## src/rtl/sfrm_pkg.sv

```systemverilog
package sfrm_pkg;
    // 50 Hz at a 20 kHz strobe, 2^32 increments per turn
    localparam longint DEF_NOM_INC = 64'd10737418;
    // Q8 gains for a 55 Hz loop bandwidth at a 16384-count nominal peak
    localparam int DEF_KP_Q = 369101;
    localparam int DEF_KI_Q = 6377;

    typedef enum logic [1:0] {
        QD_RISE     = 2'd0,
        QD_FALL     = 2'd1,
        QD_NEG_FALL = 2'd2,
        QD_NEG_RISE = 2'd3
    } quad_e;
endpackage

```

## src/rtl/sfrm_sincos.sv

```systemverilog
module sfrm_sincos
    import sfrm_pkg::*;
#(
    parameter int OUT_W = 16,
    parameter int IDX_W = 8
) (
    input  logic [IDX_W+1:0]        ang_i,
    output logic signed [OUT_W-1:0] sin_o,
    output logic signed [OUT_W-1:0] cos_o
);
    localparam int  QN     = 1 << IDX_W;
    localparam int  AMP    = (1 << (OUT_W - 1)) - 1;
    localparam real TWO_PI = 6.283185307179586;

    logic signed [OUT_W-1:0] qtab [QN];

    // quarter wave sampled at half-step offsets so mirroring is exact
    for (genvar i = 0; i < QN; i++) begin : g_tab
        localparam real ARG = TWO_PI * (real'(i) + 0.5) / real'(4 * QN);
        localparam int  VAL = int'($sin(ARG) * real'(AMP));
        assign qtab[i] = OUT_W'(VAL);
    end

    logic [IDX_W+1:0]        ang [2];
    logic signed [OUT_W-1:0] val [2];

    // channel 0 is sine, channel 1 is sine a quarter turn ahead (cosine)
    for (genvar k = 0; k < 2; k++) begin : g_ch
        quad_e                   quad;
        logic [IDX_W-1:0]        idx;
        logic signed [OUT_W-1:0] mag;
        assign ang[k] = ang_i + (IDX_W + 2)'(k * QN);
        assign quad   = quad_e'(ang[k][IDX_W+1:IDX_W]);
        assign idx    = ang[k][IDX_W-1:0];
        assign mag    = (quad == QD_FALL || quad == QD_NEG_RISE) ? qtab[~idx] : qtab[idx];
        assign val[k] = (quad == QD_NEG_FALL || quad == QD_NEG_RISE) ? -mag : mag;
    end

    assign sin_o = val[0];
    assign cos_o = val[1];
endmodule

```

## src/rtl/sfrm_rotate.sv

```systemverilog
module sfrm_rotate #(
    parameter int DATA_W = 16,
    parameter int ERR_W  = DATA_W + 2
) (
    input  logic signed [DATA_W-1:0] alpha_i,
    input  logic signed [DATA_W-1:0] beta_i,
    input  logic signed [DATA_W-1:0] sin_i,
    input  logic signed [DATA_W-1:0] cos_i,
    output logic signed [ERR_W-1:0]  err_o
);
    localparam int PROD_W = 2 * DATA_W;
    localparam int FRAC   = DATA_W - 1;

    logic signed [PROD_W-1:0] prod_a;
    logic signed [PROD_W-1:0] prod_b;
    logic signed [PROD_W:0]   diff;
    logic signed [ERR_W-1:0]  vd;

    assign prod_a = alpha_i * sin_i;
    assign prod_b = beta_i * cos_i;
    assign diff   = {prod_a[PROD_W-1], prod_a} - {prod_b[PROD_W-1], prod_b};
    assign vd     = ERR_W'(diff >>> FRAC);
    // reference for d is zero, so the error is the negated d component
    assign err_o  = -vd;
endmodule

```

## src/rtl/sfrm_pi.sv

```systemverilog
module sfrm_pi #(
    parameter int     ERR_W  = 18,
    parameter int     ACC_W  = 48,
    parameter int     FREQ_W = 32,
    parameter int     KP_Q   = 369101,
    parameter int     KI_Q   = 6377,
    parameter int     SH     = 8,
    parameter longint LIM_Q  = 64'd549755648
) (
    input  logic signed [ERR_W-1:0]  err_i,
    input  logic signed [ACC_W-1:0]  integ_i,
    output logic signed [ACC_W-1:0]  integ_o,
    output logic signed [FREQ_W-1:0] ctrl_o
);
    localparam logic signed [ACC_W-1:0] KP_S  = ACC_W'(KP_Q);
    localparam logic signed [ACC_W-1:0] KI_S  = ACC_W'(KI_Q);
    localparam logic signed [ACC_W-1:0] LIM_S = ACC_W'(LIM_Q);

    logic signed [ACC_W-1:0] err_x;
    logic signed [ACC_W-1:0] p_term;
    logic signed [ACC_W-1:0] i_sum;

    assign err_x  = {{(ACC_W - ERR_W){err_i[ERR_W-1]}}, err_i};
    assign p_term = (err_x * KP_S) >>> SH;
    assign i_sum  = integ_i + err_x * KI_S;

    always_comb begin
        if (i_sum > LIM_S) begin
            integ_o = LIM_S;
        end else if (i_sum < -LIM_S) begin
            integ_o = -LIM_S;
        end else begin
            integ_o = i_sum;
        end
    end

    assign ctrl_o = FREQ_W'((integ_o >>> SH) + p_term);
endmodule

```

## src/rtl/sfrm_tracker.sv

```systemverilog
module sfrm_tracker
    import sfrm_pkg::*;
#(
    parameter int     DATA_W    = 16,
    parameter int     PH_W      = 32,
    parameter int     FREQ_W    = 32,
    parameter int     LUT_IDX_W = 8,
    parameter int     GAIN_SH   = 8,
    parameter longint NOM_INC   = DEF_NOM_INC,
    parameter int     KP_Q      = DEF_KP_Q,
    parameter int     KI_Q      = DEF_KI_Q,
    parameter int     LIM_PCT   = 20
) (
    input  logic                     clk,
    input  logic                     rst_n,
    input  logic                     smp_en,
    input  logic signed [DATA_W-1:0] alpha_i,
    input  logic signed [DATA_W-1:0] beta_i,
    output logic signed [FREQ_W-1:0] freq_o,
    output logic [PH_W-1:0]          phase_o,
    output logic signed [DATA_W-1:0] sin_o,
    output logic signed [DATA_W-1:0] cos_o
);
    localparam int     ERR_W   = DATA_W + 2;
    localparam int     ACC_W   = FREQ_W + GAIN_SH + 8;
    localparam int     ANG_W   = LUT_IDX_W + 2;
    localparam longint LIM_INC = NOM_INC * LIM_PCT / 100;
    localparam longint LIM_Q   = LIM_INC << GAIN_SH;
    localparam longint AMP     = (64'd1 << (DATA_W - 1)) - 1;

    typedef struct packed {
        logic [PH_W-1:0]   phase;
        logic [FREQ_W-1:0] freq;
        logic [ACC_W-1:0]  integ;
    } trk_t;

    trk_t st_d, st_q;

    logic signed [ERR_W-1:0]  err;
    logic signed [ACC_W-1:0]  integ_nx;
    logic signed [FREQ_W-1:0] ctrl;

    sfrm_sincos #(
        .OUT_W (DATA_W),
        .IDX_W (LUT_IDX_W)
    ) u_lut (
        .ang_i (st_q.phase[PH_W-1 -: ANG_W]),
        .sin_o (sin_o),
        .cos_o (cos_o)
    );

    sfrm_rotate #(
        .DATA_W (DATA_W),
        .ERR_W  (ERR_W)
    ) u_rot (
        .alpha_i (alpha_i),
        .beta_i  (beta_i),
        .sin_i   (sin_o),
        .cos_i   (cos_o),
        .err_o   (err)
    );

    sfrm_pi #(
        .ERR_W  (ERR_W),
        .ACC_W  (ACC_W),
        .FREQ_W (FREQ_W),
        .KP_Q   (KP_Q),
        .KI_Q   (KI_Q),
        .SH     (GAIN_SH),
        .LIM_Q  (LIM_Q)
    ) u_pi (
        .err_i   (err),
        .integ_i (st_q.integ),
        .integ_o (integ_nx),
        .ctrl_o  (ctrl)
    );

    always_comb begin
        st_d = st_q;
        if (smp_en) begin
            st_d.integ = integ_nx;
            st_d.freq  = FREQ_W'(NOM_INC) + ctrl;
            st_d.phase = st_q.phase + PH_W'(st_q.freq);
        end
    end

    always_ff @(posedge clk) begin
        if (!rst_n) begin
            st_q <= '{phase: '0, freq: FREQ_W'(NOM_INC), integ: '0};
        end else begin
            st_q <= st_d;
        end
    end

    assign freq_o  = st_q.freq;
    assign phase_o = st_q.phase;

    // reset clears phase and loads the feed-forward frequency
    p_reset_state_r1: assert property (@(posedge clk)
        !rst_n |=> (phase_o == '0 && freq_o == FREQ_W'(NOM_INC)));

    // no strobe, no state change
    p_hold_r2: assert property (@(posedge clk) disable iff (!rst_n)
        !smp_en |=> $stable(st_q));

    // zero error leaves frequency at feed-forward plus integrator
    p_ffwd_r5: assert property (@(posedge clk) disable iff (!rst_n)
        (smp_en && err == '0) |=>
        (freq_o == FREQ_W'(NOM_INC + (longint'($signed(st_q.integ)) >>> GAIN_SH))));

    // integrator never leaves its clamp window
    p_int_limit_r6: assert property (@(posedge clk) disable iff (!rst_n)
        (longint'($signed(st_q.integ)) <= LIM_Q && longint'($signed(st_q.integ)) >= -LIM_Q));

    // sine and cosine stay on the unit circle within rounding
    p_unit_circle_r4: assert property (@(posedge clk) disable iff (!rst_n)
        ((longint'(sin_o) * longint'(sin_o) + longint'(cos_o) * longint'(cos_o) <= AMP * AMP + 2 * AMP)
         && (longint'(sin_o) * longint'(sin_o) + longint'(cos_o) * longint'(cos_o) >= AMP * AMP - 2 * AMP)));
endmodule

```

## config.mk

```make
export PLATFORM = sky130hd
export DESIGN_NAME = sfrm_tracker
export DESIGN_NICKNAME = d
export VERILOG_FILES = /design/src/rtl/sfrm_pkg.sv /design/src/rtl/sfrm_sincos.sv /design/src/rtl/sfrm_rotate.sv /design/src/rtl/sfrm_pi.sv /design/src/rtl/sfrm_tracker.sv
export SDC_FILE = /design/constraint.sdc
export NUM_CORES = 2
export LEC_CHECK = 0
export ABC_AREA = 0
export BUFFER_PORTS_ARGS = -buffer_cell sky130_fd_sc_hd__buf_2
export CORE_AREA = 4 4 340 376
export CTS_CLUSTER_DIAMETER = 120
export CTS_CLUSTER_SIZE = 25
export DETAILED_ROUTE_END_ITERATION = 10
export DIE_AREA = 0 0 344 380
export SYNTH_ARGS = -nofsm -noshare
export SYNTH_HDL_FRONTEND = slang
export SYNTH_SLANG_ARGS = --single-unit
```

## constraint.sdc

```tcl
create_clock -name clk -period 57.3 [get_ports clk]
set_input_delay 11.46 -clock clk [delete_from_list [all_inputs] [get_ports clk]]
set_output_delay 11.46 -clock clk [all_outputs]
set_load 0.005 [all_outputs]
```

---- Word level (Yosys, flattened, before mapping) ----
Memories as Yosys holds them, arrays and structs flattened.
Cells that the tools add are included.
word-level totals
  register bits ........................... 112
  input bits .............................. 35
  memory bits (read-only) ................. 16384
  memories ................................ 4
  output and inout port bits .............. 96
  logic and storage cells ................. 56
operators by class
  $mul .................................... 4
  add/sub/neg operators ................... 9
  equality and inequality tests ........... 6
  $lt $le $gt $ge ......................... 6
  muxes and demuxes ....................... 14
  reductions and logical operators ........ 4
  bitwise operators ....................... 6
memory list
  memory           words  width  read ports  clocked after Yosys merged registers in  write ports  RTL line           RTL
  (no name shown)  256    16     1           0                                        0            sfrm_sincos.sv:35  assign mag = (quad == QD_FALL || quad == QD_NEG_RISE) ? qtab[~idx] : qtab[idx];
  (no name shown)  256    16     1           0                                        0            sfrm_sincos.sv:35
  (no name shown)  256    16     1           0                                        0            sfrm_sincos.sv:35
  (no name shown)  256    16     1           0                                        0            sfrm_sincos.sv:35
operators with widths
  operator                                               number
  two-way mux 16 bit                                     12
  two-way mux 48 bit                                     2
  adder 32 bit                                           2
  multiplier 16 x 16 -> 32 bit                           2
  adder 48 bit                                           1
  > comparator 48 x 31 -> 1 bit (second input constant)  1
  < comparator 48 x 31 -> 1 bit (second input constant)  1
  multiplier 18 x 20 -> 38 bit (second input constant)   1
  >= comparator 9 bit (second input constant)            4
  NOT 8 -> 9 bit                                         4
  subtractor 32 x 32 -> 33 bit                           1
  adder 25 x 32 -> 32 bit (first input constant)         1
  multiplier 18 x 14 -> 32 bit (second input constant)   1
  negation 16 bit                                        2
  negation 18 bit                                        1
  NOT 8 bit                                              2
  adder 10 x 9 -> 10 bit (second input constant)         1
  equality test 2 bit (second input constant)            4
  equality test 2 x 1 -> 1 bit (second input constant)   2
  logical OR 1 bit                                       4

---- Longest topological paths before layout ----
  word-level depth ........................ 19
  mapped depth ............................ 119

---- Cells and area by module ----
Synthesis repeated with hierarchy kept, for this count alone.
second synthesis, totals
  cell total of the unflattened synthesis .. 6314
  area total of the unflattened synthesis .. 53303.6 um^2
by module, submodules not included
  module        seq. area each (um^2)  times used  cells each  area an instance (um^2)
  sfrm_rotate   0.0                    1           2218        20766.2
  sfrm_pi       0.0                    1           1986        17305.3
  sfrm_sincos   0.0                    1           1340        8649.5
  sfrm_tracker  2242.2                 1           770         6582.6

---- Worst setup path after synthesis ----
No wires, ideal clock.
  kind .................................... in2reg
  start ................................... input port beta_i[11]
  end ..................................... register st_q, in the netlist freq_o[31]
  arrival ................................. 32.710 ns
  required time ........................... 57.168 ns
  path slack .............................. 24.458 ns
  stages .................................. 92
  setup time .............................. 0.132 ns
  path through ............................ clkbuf_1 > nand2_1 > fa_1 > inv_1 > fa_1 > inv_1 > fa_1 > fa_1 > fa_1 > fa_1 > fa_1 > inv_1 > fa_1 > inv_1 > ha_1 > nand4_1 > or3_1 > inv_1 > (+56 left out) > o21bai_1 > a21o_1 > a21o_1 > a21o_1 > a211oi_1 > o31a_1 > a2111oi_0 > o21ai_0 > a21oi_1 > nor4_1 > nor4b_1 > o21a_1 > o31ai_1 > a21oi_1 > xnor2_1 > xnor2_1 > xnor2_1 > a21oi_1
on the way
  longest elaborated chain between the ends .. 10
  elaborated cells between the ends (all ways) .. 12
  classes of those cells .................. add/sub (5); mul (3); order compare (2); mux (2)
RTL lines
  item                              RTL line            RTL
  from (decl)                       sfrm_tracker.sv:18  input logic signed [DATA_W-1:0] beta_i,
  multiplier 16 x 16 -> 32 bit (*)  sfrm_rotate.sv:20   assign prod_b = beta_i * cos_i;
  subtractor 32 x 32 -> 33 bit (*)  sfrm_rotate.sv:21   assign diff = {prod_a[PROD_W-1], prod_a} - {prod_b[PROD_W-1], prod_b};
  negation 18 bit (*)               sfrm_rotate.sv:24   assign err_o = -vd;
  multiplier 18 x 14 -> 32 bit (*)  sfrm_pi.sv:25       assign i_sum = integ_i + err_x * KI_S;
  adder 48 bit (*)                  sfrm_pi.sv:25
  < comparator 48 x 31 -> 1 bit     sfrm_pi.sv:30       end else if (i_sum < -LIM_S) begin
  two-way mux 48 bit                sfrm_pi.sv:30
  two-way mux 48 bit (*)            sfrm_pi.sv:28       if (i_sum > LIM_S) begin
  named net integ_nx[30]            sfrm_tracker.sv:40  logic signed [ACC_W-1:0] integ_nx;
  adder 32 bit (*)                  sfrm_pi.sv:37       assign ctrl_o = FREQ_W'((integ_o >>> SH) + p_term);
  adder 25 x 32 -> 32 bit (*)       sfrm_tracker.sv:82  st_d.freq = FREQ_W'(NOM_INC) + ctrl;
  to (signal assigned)              sfrm_tracker.sv:89  st_q <= '{phase: '0, freq: FREQ_W'(NOM_INC), integ: '0};
  to (signal assigned)              sfrm_tracker.sv:91  st_q <= st_d;
  to (decl)                         sfrm_tracker.sv:37  trk_t st_d, st_q;
Mark *: on every way through the listed nets, which the timed path passes. The rest lies on a longest branch.
A chain may end at the register's enable or synchronous reset.

---- Final worst setup path ----
  start ................................... input port beta_i[15]
  end ..................................... register st_q, in the netlist freq_o[31]
Same word-level chain as after synthesis.

==> results.tsv <==
metric	value	unit
status	completed	
detailroute.via_count	42300	
clkLatencyLatePin	370	ps
cpPeakStageDelay	880	ps
timing.max_slew.rel_slack	0.189	
mappedNetlistNets	7434	
via_per_inst	5.59	
hold_path.class	reg -> reg	
placed_cell_area	51200	µm²
synthesis.yosys.warnings	0	
topRoutingLayerUsed	met4	
criticalPathCategory	in -> reg	
synth_seq_cells	112	
clock_skew	17.3	ps
critPathCaptureType	register	
synth_cells	6033	
met1_length	68400	µm
clock_tree.htree_level_count	3	
gr_usage_total	0.247	
clk_transition_reported_paths	80	ps
drv_slew	0	
post_cts_buffers	0	
rsz0062_at_grt	no	
hold_violations	0	
worst-path-max-fanout	24	
hold_start	st_q[37]$_SDFFE_PN0P_	
clock_tree.buffer_depth	2	
ys_seq_area_frac	0.0455	
insertedDiodeCount	0	
die-width	344	µm
worst_ep_required_time	57520	ps
grt-ovfl-total	0	
grt_antenna_before_repair	0	
post-route-period-util	0.608	
floorplan.io_pins	131	
cts_resized	0	
dpl.hpwl	132000	µm
worst_setup_path_start_kind	input pin	
crit_family	adder cells	
drt-pass1-iter-count	8	
finish.net_count	7300	
synthFlopType	dfxtp_1	
design_area	51500	µm²
design.core.area	124000	µm²
critical_path.most_common_cell	fa_1	
floorplan.initialDensity	0.397	
layout-drive-gt1-share	0.0574	
pin_count_of_the_biggest_net_entering_global_routing	152	
fp.dieArea	131000	µm²
timing.critical_path.slowest_stage_cell	xnor2_1	
syn_to_final_growth	4.45	%
detail-route-antenna-nets	0	
clockRootBuffer	clkbuf_16	
setup_viol_count_final	0	
drc	0	
critical_path_buf_inv_count	12	
rr_startpoint	phase_o[22]$_SDFFE_PN0P_	
synth_edf_count	0	
grt_pass1_vias	42700	
synth_cell_type_count	94	
wire_length_of_the_first_global_routing_pass	254000	µm
cts_sinks	112	
rows	136	
postSynthAreaPerCell	8.17	µm²
iteration_0_drc_count_of_the_detailed_router	4013	
rrSetupSlack	27060	ps
timing.rr.end	freq_o[31]$_SDFFE_PN0P_	
tightest_slew	1210	ps
syn_area	49300	µm²
met3RoutedLength	12100	µm
route.detailed.wl_per_inst	21.5	µm
port_buffers	130	
cap_violations	0	
cts_made_buffers	9	
route.met2.wl	75900	µm
timing.setup.tns	0	ps
critPathArrivalTime	35070	ps
floorplan.die.height	380	µm
final.hold.worst_slack	477	ps
route.final.wire_length	162000	µm
globalplace.congestion	0.998	
end_point_of_the_worst_hold_path	st_q[37]$_SDFFE_PN0P_	
cts_hold_repair.buffers	0	
holdPathStages	2	
maxClockFrequency	28.7	MHz
ys_async_sr_fraction	0	
period_needed	34850	ps
reg2regPathDepth	104	
tritoncts	done	
[tightest hold or removal path, stage by stage, from the launching register on]
cell and delay, ps:
dfxtp_1 320, nor2_1 80, nor2_1 40
[cell usage after synthesis, types with 11 or more instances]
library cell  count  area, µm²
nand4_1          18        113
buf_4            67        503
a21boi_0         23        173
a2111oi_0        11       96.3
buf_2            17       85.1
nor2b_1         158        988
o221ai_1         11       96.3
nand3_1          74        370
dfxtp_1         112       2240
nor2_1          389       1460
mux2i_1          49        490
and2_1          165       1030
o21bai_1         18        135
a21o_1           71        533
a21oi_1         343       1720
nand3b_1         12       90.1
o21a_1           41        308
o31ai_1          20        150
a221oi_1         23        201
buf_1            54        203
a22o_1           12        105
xnor2_1         166       1450
fa_1            771      15400
or2_2            32        200
mux2_2           16        180
o311ai_0         19        166
ha_1            595       7440
a31oi_1          55        344
nor3_1           97        485
inv_1           998       3750
xor2_1           73        639
or3_1            26        163
clkbuf_1        219        822
and3_1           23        144
nand2b_1         61        382
nand2_1         579       2170
a311oi_1         34        298
o211ai_1         40        300
o22ai_1          17        106
o21ai_0         282       1410
a211oi_1         62        465
[area by class of cell]
cell class | count | area (µm²)
fillers | 12700 | 72700
multi-input cells | 4563 | 41800
inverters | 999 | 3750
flip-flops and latches | 112 | 2260
well taps | 1656 | 2070
repair buffers | 214 | 1300
clock buffers | 10 | 250
clock inverters | 5 | 70.1
[worst max-delay path by stage]
stage                 from                 endpoint  slack, ps  cells past startpoint
2_1_floorplan   beta_i[11]  freq_o[31]$_SDFFE_PN0P_      24460                     92
3_3_place_gp   alpha_i[12]  freq_o[31]$_SDFFE_PN0P_      22610                     86
4_1_cts         beta_i[15]  freq_o[31]$_SDFFE_PN0P_      22450                     86
5_1_grt         beta_i[15]  freq_o[31]$_SDFFE_PN0P_      20560                     84
6_report        beta_i[15]  freq_o[31]$_SDFFE_PN0P_      22450                     86
3_5_place_dp    beta_i[15]  freq_o[31]$_SDFFE_PN0P_      22120                     86
[cell usage in the layout (no fill, tap or decap), drive strengths merged, types with 26 or more instances in the layout]
cell type,instances
o211ai,41
a21o,72
o21a,41
nand3,74
dfxtp,112
buf,214
xnor2,168
nor2,391
and2,167
a211oi,62
a31oi,57
nand2,579
nor3,97
a21oi,343
nand2b,61
ha,595
a311oi,34
fa,771
nor2b,158
inv,998
or2,34
mux2i,49
or3,26
o21ai,292
xor2,74
[logic make-up after synthesis]
group | share of synthesized area
and+or+nand+nor | 0.162
buffers and inverters | 0.109
other | 0.0000761
DFF | 0.0455
adders and majority gates | 0.464
AOI/OAI and AO/OA | 0.157
xor gates and xnor gates | 0.0439
muxes | 0.0182
[state kept, by name, summed over array words and instances (netlist names)]
name,flops
freq_o,32
phase_o,32
st_q,48
[per-layer routing]
layer | global-route usage | up-vias
li1 | - | 19400
met3 | 0.0327 | 309
met4 | 0.0774 | 0
met2 | 0.405 | 1692
met5 | 0 | -
met1 | 0.338 | 20900
[stage by stage]
stage | worst slack (ps) | instances | utilization
6_report | 22450 | 7559 | 0.414
5_1_grt | 20560 | 7559 | 0.414
4_1_cts | 22450 | 7559 | 0.414
3_5_place_dp | 22120 | 7544 | 0.412
3_3_place_gp | 22610 | 7544 | 0.412
2_1_floorplan | 24460 | 6033 | -
Power is not shown: default switching activity piles up to over one toggle a cycle in this logic, so the estimate is an artifact.
